`src/rtl/boot_cs_pkg.sv`:
```
package boot_cs_pkg;
  localparam int ADDR_CTRL   = 0;
  localparam int ADDR_BANK   = 1;
  localparam int ADDR_WPROT  = 2;
  localparam int BANK_GOOD_B = 0;
  localparam int BANK_PRIO_B = 1;
  localparam int BANK_BOOT_B = 2;
  localparam int NUM_DEV     = 2;

  // Select for one device: pass-through after ack, boot routing before.
  function automatic logic dev_select(input logic ack, input logic done,
                                      input logic bank_is_me,
                                      input logic own_cs, input logic boot_cs);
    if (ack)                    return own_cs;
    else if (done && bank_is_me) return boot_cs;
    else                        return 1'b1;
  endfunction
endpackage

```
`src/rtl/boot_bank_capture.sv`:
```
module boot_bank_capture (
  input  logic clk,
  input  logic rst_n,
  input  logic sel_sw,
  output logic done,
  output logic bank
);
  always_ff @(posedge clk or negedge rst_n) begin
    if (!rst_n) begin
      done <= 1'b0;
      bank <= 1'b0;
    end else if (!done) begin
      done <= 1'b1;
      bank <= sel_sw;
    end
  end
endmodule

```
`src/rtl/boot_cs_mux.sv`:
```
module boot_cs_mux
  import boot_cs_pkg::*;
(
  input  logic               ack,
  input  logic               done,
  input  logic               bank,
  input  logic [NUM_DEV-1:0] cpu_cs_n,
  output logic [NUM_DEV-1:0] dev_cs_n
);
  for (genvar g = 0; g < NUM_DEV; g++) begin : g_dev
    logic mine;
    assign mine        = (bank == 1'(g));
    assign dev_cs_n[g] = dev_select(ack, done, mine, cpu_cs_n[g], cpu_cs_n[0]);
  end
endmodule

```
`src/rtl/boot_cs_regs.sv`:
```
module boot_cs_regs
  import boot_cs_pkg::*;
#(
  parameter int AW      = 2,
  parameter int DW      = 8,
  parameter int ACK_BIT = 0
) (
  input  logic          clk,
  input  logic          rst_n,
  input  logic          wr,
  input  logic [AW-1:0] addr,
  input  logic [DW-1:0] wdata,
  input  logic          prio_sw,
  input  logic          wp_sw,
  input  logic          booted,
  output logic          ack,
  output logic [DW-1:0] rdata
);
  localparam logic [AW-1:0] A_CTRL = AW'(ADDR_CTRL);
  localparam logic [AW-1:0] A_BANK = AW'(ADDR_BANK);
  localparam logic [AW-1:0] A_WP   = AW'(ADDR_WPROT);

  logic good;
  logic ack_wr, good_wr;

  assign ack_wr  = wr && (addr == A_CTRL) && wdata[ACK_BIT];
  assign good_wr = wr && (addr == A_BANK);

  always_ff @(posedge clk or negedge rst_n) begin
    if (!rst_n) begin
      ack  <= 1'b0;
      good <= 1'b0;
    end else begin
      if (ack_wr)  ack  <= 1'b1;
      if (good_wr) good <= wdata[BANK_GOOD_B];
    end
  end

  always_comb begin
    rdata = '0;
    if (addr == A_CTRL) begin
      rdata[ACK_BIT] = ack;
    end else if (addr == A_BANK) begin
      rdata[BANK_GOOD_B] = good;
      rdata[BANK_PRIO_B] = prio_sw;
      rdata[BANK_BOOT_B] = booted;
    end else if (addr == A_WP) begin
      rdata[0] = ~wp_sw;
    end
  end
endmodule

```
`src/rtl/boot_cs_router.sv`:
```
module boot_cs_router #(
  parameter int AW      = 2,
  parameter int DW      = 8,
  parameter int ACK_BIT = 0
) (
  input  logic          clk,
  input  logic          rst_n,
  input  logic          boot_sel_sw,
  input  logic          wp_sw,
  input  logic [1:0]    cpu_cs_n,
  output logic [1:0]    flash_cs_n,
  input  logic          reg_wr,
  input  logic [AW-1:0] reg_addr,
  input  logic [DW-1:0] reg_wdata,
  output logic [DW-1:0] reg_rdata
);
  logic cap_done;
  logic bank_q;
  logic ack_q;

  boot_bank_capture u_cap (
    .clk    (clk),
    .rst_n  (rst_n),
    .sel_sw (boot_sel_sw),
    .done   (cap_done),
    .bank   (bank_q)
  );

  boot_cs_regs #(.AW(AW), .DW(DW), .ACK_BIT(ACK_BIT)) u_regs (
    .clk     (clk),
    .rst_n   (rst_n),
    .wr      (reg_wr),
    .addr    (reg_addr),
    .wdata   (reg_wdata),
    .prio_sw (boot_sel_sw),
    .wp_sw   (wp_sw),
    .booted  (bank_q),
    .ack     (ack_q),
    .rdata   (reg_rdata)
  );

  boot_cs_mux u_mux (
    .ack      (ack_q),
    .done     (cap_done),
    .bank     (bank_q),
    .cpu_cs_n (cpu_cs_n),
    .dev_cs_n (flash_cs_n)
  );
endmodule

```
`config.mk`:
```
export PLATFORM = sky130hd
export DESIGN_NAME = boot_cs_router
export DESIGN_NICKNAME = d
export VERILOG_FILES = /design/src/rtl/boot_cs_pkg.sv /design/src/rtl/boot_bank_capture.sv /design/src/rtl/boot_cs_mux.sv /design/src/rtl/boot_cs_regs.sv /design/src/rtl/boot_cs_router.sv
export SDC_FILE = /design/constraint.sdc
export NUM_CORES = 1
export LEC_CHECK = 0
export BUFFER_PORTS_ARGS = -buffer_cell sky130_fd_sc_hd__buf_2
export CORE_AREA = 8 8 45 47
export CTS_CLUSTER_SIZE = 16
export DETAILED_ROUTE_END_ITERATION = 8
export DIE_AREA = 0 0 53 55
export PLACE_DENSITY = 0.48
export SLEW_MARGIN = 20
export SYNTH_ARGS = -nofsm -noshare
export SYNTH_HDL_FRONTEND = slang
export SYNTH_SLANG_ARGS = --single-unit
```
`constraint.sdc`:
```
create_clock -name clk -period 0.8 [get_ports clk]
set_input_delay 0.08 -clock clk [delete_from_list [all_inputs] [get_ports clk]]
set_output_delay 0.08 -clock clk [all_outputs]
set_load 0.005 [all_outputs]
```
## Word level (Yosys, flattened, before mapping)

Cells that the tools add are included.
W data, S select, Z words.

- Flip-flop bits (word level): 4
- Bits of input ports: 17
- Word-level logic and storage cells: 23
- Output and inout port bits: 10

- Reduce and logical (&&, ||, !) cells: 6
- Eq/ne operators: 2
- Mux-type cells: 9
- Bitwise operators: 2

Operators with widths:

| operator | count |
|---|---|
| $mux W1 | 7 |
| $logic_and A1 B1 Y1 | 5 |
| $mux W2 | 2 |
| $eq A2 B1 Y1 const B | 1 |
| $eq A2 B2 Y1 const B | 1 |
| $logic_not A2 Y1 | 1 |
| $not A1 Y1 | 2 |

## Logic depth before layout (Yosys ltp)

- Word-level depth: 4
- Depth in mapped cells: 2
- Gate-level depth less buffers: 2

## Hierarchy

Synthesis repeated with hierarchy kept, for this count alone.

- Cells, all modules: 26
- Area total of the unflattened synthesis: 267.8 um^2

Modules (own cells, without submodules):

| module | times used | cells each | sequential area each (um^2) | area each (um^2) |
|---|---|---|---|---|
| boot_cs_regs | 1 | 17 | 50.0 | 168.9 |
| boot_bank_capture | 1 | 4 | 50.0 | 68.8 |
| boot_cs_mux | 1 | 5 | 0.0 | 30.0 |

## Least setup slack after synthesis

Ideal clock, no wire load.

- Path type: reg2reg
- Start: register u_cap.done
- End: register u_cap.bank
- Setup time: 0.125 ns
- Period minus slack after synthesis: 0.779 ns
- Required time: 0.675 ns
- Data arrival time: 0.655 ns
- Path slack: 0.021 ns
- Stages on the path, launching flop included: 2
- Path buffers: 0
- Path through: dfrtp_1 -> mux2_2

RTL lines:

| item | line | RTL |
|---|---|---|
| start, declared | boot_bank_capture.sv:5 | `output logic done,` |
| start signal, assigned | boot_bank_capture.sv:10 | `done <= 1'b0;` |
| start signal, assigned | boot_bank_capture.sv:13 | `done <= 1'b1;` |
| end signal, assigned | boot_bank_capture.sv:14 | `bank <= sel_sw;` |
| end, declared | boot_bank_capture.sv:6 | `output logic bank` |

No word-level cell between the ends.

## Final worst setup path

- Start: register u_regs.ack
- End: output port reg_rdata[0]

- Word-level cells in the longest chain between the ends: 1

RTL lines:

| item | line | RTL |
|---|---|---|
| start, declared | boot_cs_regs.sv:16 | `output logic ack,` |
| start signal, assigned | boot_cs_regs.sv:31 | `ack <= 1'b0;` |
| start signal, assigned | boot_cs_regs.sv:34 | `if (ack_wr) ack <= 1'b1;` |
| $mux W1 | boot_cs_regs.sv:41 | `if (addr == A_CTRL) begin` |
| end, declared | boot_cs_router.sv:15 | `output logic [DW-1:0] reg_rdata` |

No other way between the ends.

==> impl_metrics.yaml <==
power:
  power.internal_w: 0.000465
  clockPowerShare_pct: 39.8
  static-leakage-power_nw: 0.199
  switchingPower_w: 0.000137
  p_comb_share_pct: 20.3
  ir_drop_v: 0.000589
  design_power_total_w: 0.000601
  switching_share_pct: 22.7
  power_per_unit_of_standard_cell_area_mw_per_mm2: 1600
  p_seq_share_pct: 39.8
synthesis:
  syn-mean-instance-area_sq_um: 10.2
  synth_most_common_cell: "sky130_fd_sc_hd__buf_4"
  syn-cell-area_sq_um: 264
  ys_top_cells_by_area: "sky130_fd_sc_hd__dfrtp_1 38%, sky130_fd_sc_hd__buf_4 14%, sky130_fd_sc_hd__and3b_2 7.6%"
  dominantRegCellSynth: "sky130_fd_sc_hd__dfrtp_1"
  yosysUniqueCellTypes: 16
  yosysWarnings: 0
  postSynth.asyncResetShare_pct: 100
  cells_after_synth: 26
  ys_ff_latch: 4
  number_of_enable_flip_flop_cells_after_synthesis: 0
  synth.yosys.seq_area_share_pct: 37.9
  netlist.area_leader.share_pct: 37.9
  yosys-top-cells-count: "5 x sky130_fd_sc_hd__buf_4, 4 x sky130_fd_sc_hd__dfrtp_1, 2 x sky130_fd_sc_hd__and3b_2, 2 x sky130_fd_sc_hd__conb_1, 2 x sky130_fd_sc_hd__nor2_1"
  synth.largest_area_cell: "sky130_fd_sc_hd__dfrtp_1"
die:
  placementRows: 14
  die-area_sq_mm: 0.00292
  num_io_pins: 27
  floorplan.die.height_um: 55
  core_area_sq_mm: 0.00138
  floorplan.initialDensity_pct: 19.1
  die_w_um: 53
sta:
  max_clock_freq_mhz: 908
  finalSetupViolCount: 5
  fin_setup_tns_ps: -1020
  grt_setup_unrepaired: "true"
  layout_min_cycle_time_ps: 1100
  worst_clock_skew_ps: 0.0461
  finalHoldViolations: 0
  setup_ws_ps: -301
  maxSlewViolCount: 0
  finalCritPeriodShare_pct: 138
detailed_routing:
  initialDrtViolationCount: 1
  topRoutingLayerUsed: "met3"
  viasPerCell: 3.90
  vias: 234
  routed_wire_length_per_instance_um: 10.2
  final_antenna_net_count: 0
  dr.pass1.iters: 4
  dr_wl_met3_um: 97
  wl_met1_um: 206
  dr_wl_met2_um: 307
  postRouteWirelength_um: 610
  post-route-drc-count: 0
min_path:
  hold_path_depth: 2
  worstHoldPathType: "input port to flip-flop"
global_routing:
  grt-ovfl-total: 0
  grt_antenna_before_repair: 0
  vias_in_the_first_global_route: 221
  first_pass_grt_wire_length_um: 883
  global_route.usage.total_pct: 4.22
  pin_count_of_the_biggest_net_entering_global_routing: 7
final_layout:
  areaGrowthSynthToFinish_pct: 42.2
  layout.nets: 63
  finalCoreUtilization_pct: 27.1
  final_cell_area_sq_um: 375
  post_route_cells_drive_above_1_share_pct: 56.8
  antenna_cells_inserted: 0
critical_path:
  crit_path_max_fanout: 5
  worstSetupStartpointType: "flip-flop"
  worstPathArrival_ps: 1020
  crit_slowest_cell: "sky130_fd_sc_hd__dfrtp_2"
  criticalPathCategory: "flip-flop to output pin"
  slowest_delay_ps: 430
  worst_r2r_path_depth: 1
  worst_ep_required_time_ps: 720
  crit_chain: "mux2i_1, o22ai_1, buf_2"
  worstSetupEndpointType: "output pin"
clock_network:
  cts.sinks: 4
  tritoncts.num_buffers: 3
  cts.htree.levels: 1
  worst_skew_pair.late_latency_ps: 230
  cts_post_setup_buffers_inserted: 0
  cts_root_buf: "sky130_fd_sc_hd__clkbuf_4"
  worst_setup_hold_path_clk_slew_ps: 40
  cts_tree: "built"
  clock_tree.buffer_depth: 2
placed_design:
  final_wtd_congestion: 0.617
  post_dp_cell_area_sq_um: 339
  detailedPlace.worstSlack_ps: -70.6
  place.detailed.hpwl_um: 547
  port_buffers: 14
outcome:
  failed_checks: "negative setup slack"
  outcome: "complete, but fails checks"
flow_run:
  drv_cap: 0
path summary, 6_finish.rpt:
| check | to | startpoint | slack [ps] |
|---|---|---|---|
| setup / recovery | reg_rdata[0] | u_regs.ack$_DFFE_PN0P_ | -300 |
| hold / removal | u_regs.ack$_DFFE_PN0P_ | reg_wr | 100 |
| min in group asynchronous | u_regs.good$_DFFE_PN0P_ | rst_n | 180 |
| max in group asynchronous | u_regs.ack$_DFFE_PN0P_ | rst_n | 490 |
| hold reg to reg | u_regs.good$_DFFE_PN0P_ | u_regs.good$_DFFE_PN0P_ | 500 |
| setup reg to reg | u_cap.bank$_DFFE_PN0N_ | u_cap.done$_DFF_PN0_ | -10 |
state kept, by name (all words and copies together) (netlist names):
register     count
u_cap.done       1
u_regs.good      1
u_regs.ack       1
u_cap.bank       1
cells by family after synthesis:
kind of cell	count (synthesis)	share of synthesized area, %
compound gates	4	11.9
buf+inv	6	15.6
flops	4	37.9
mux	3	13.7
other cells	2	2.84
simple gates	7	18.0
power by group through the flow:
stage               Sequential, W  Clock [W]  Combinational [W]
floorplan                0.000237          0          0.0000777
global placement         0.000241          0           0.000119
detailed placement       0.000241          0           0.000120
CTS                      0.000239   0.000257           0.000124
global route             0.000243   0.000258           0.000139
finish                   0.000240   0.000240           0.000122
metal layers:
metal,track usage [%],vias up
li1,-,116
met3,2.41,0
met2,5.66,10
met1,4.60,108
met4,3.88,0
met5,0,-
cell type report:
| type | instances | area [sq um] |
|---|---|---|
| clock buffer | 3 | 22.5 |
| fill | 158 | 1010 |
| timing repair buffer | 16 | 87.6 |
| inverter | 1 | 3.75 |
| sequential | 4 | 101 |
| tap | 16 | 20.0 |
| multi-input combinational | 20 | 140 |
critical path, delay by kind of cell, from the launching register on:
family                 cells  cell delay (ps)
multiplexers               1              150
buffers and inverters      1              120
flip-flops                 1              430
AO/OA/AOI/OAI              1               90
stage by stage:
stage	hold WS [ps]	cells
floorplan	-216	30
global placement	-113	56
detailed placement	-109	56
CTS	100	60
global route	118	60
finish	104	60
cell usage in the layout (no fill, tap or decap), types with 2 or more instances in the layout:
master and instances:
sky130_fd_sc_hd__dfrtp_1 3, sky130_fd_sc_hd__and3b_2 2, sky130_fd_sc_hd__conb_1 6, sky130_fd_sc_hd__clkbuf_4 3, sky130_fd_sc_hd__buf_2 14
what timing repair did:
item,in CTS,in global routing
hold buffers,1,0
hold endpoints to repair,4,0
pin swaps,3,2
gates resized for setup,0,2
endpoints found under the setup margin,5,5
No activity file was read; power rests on OpenSTA's default activity.
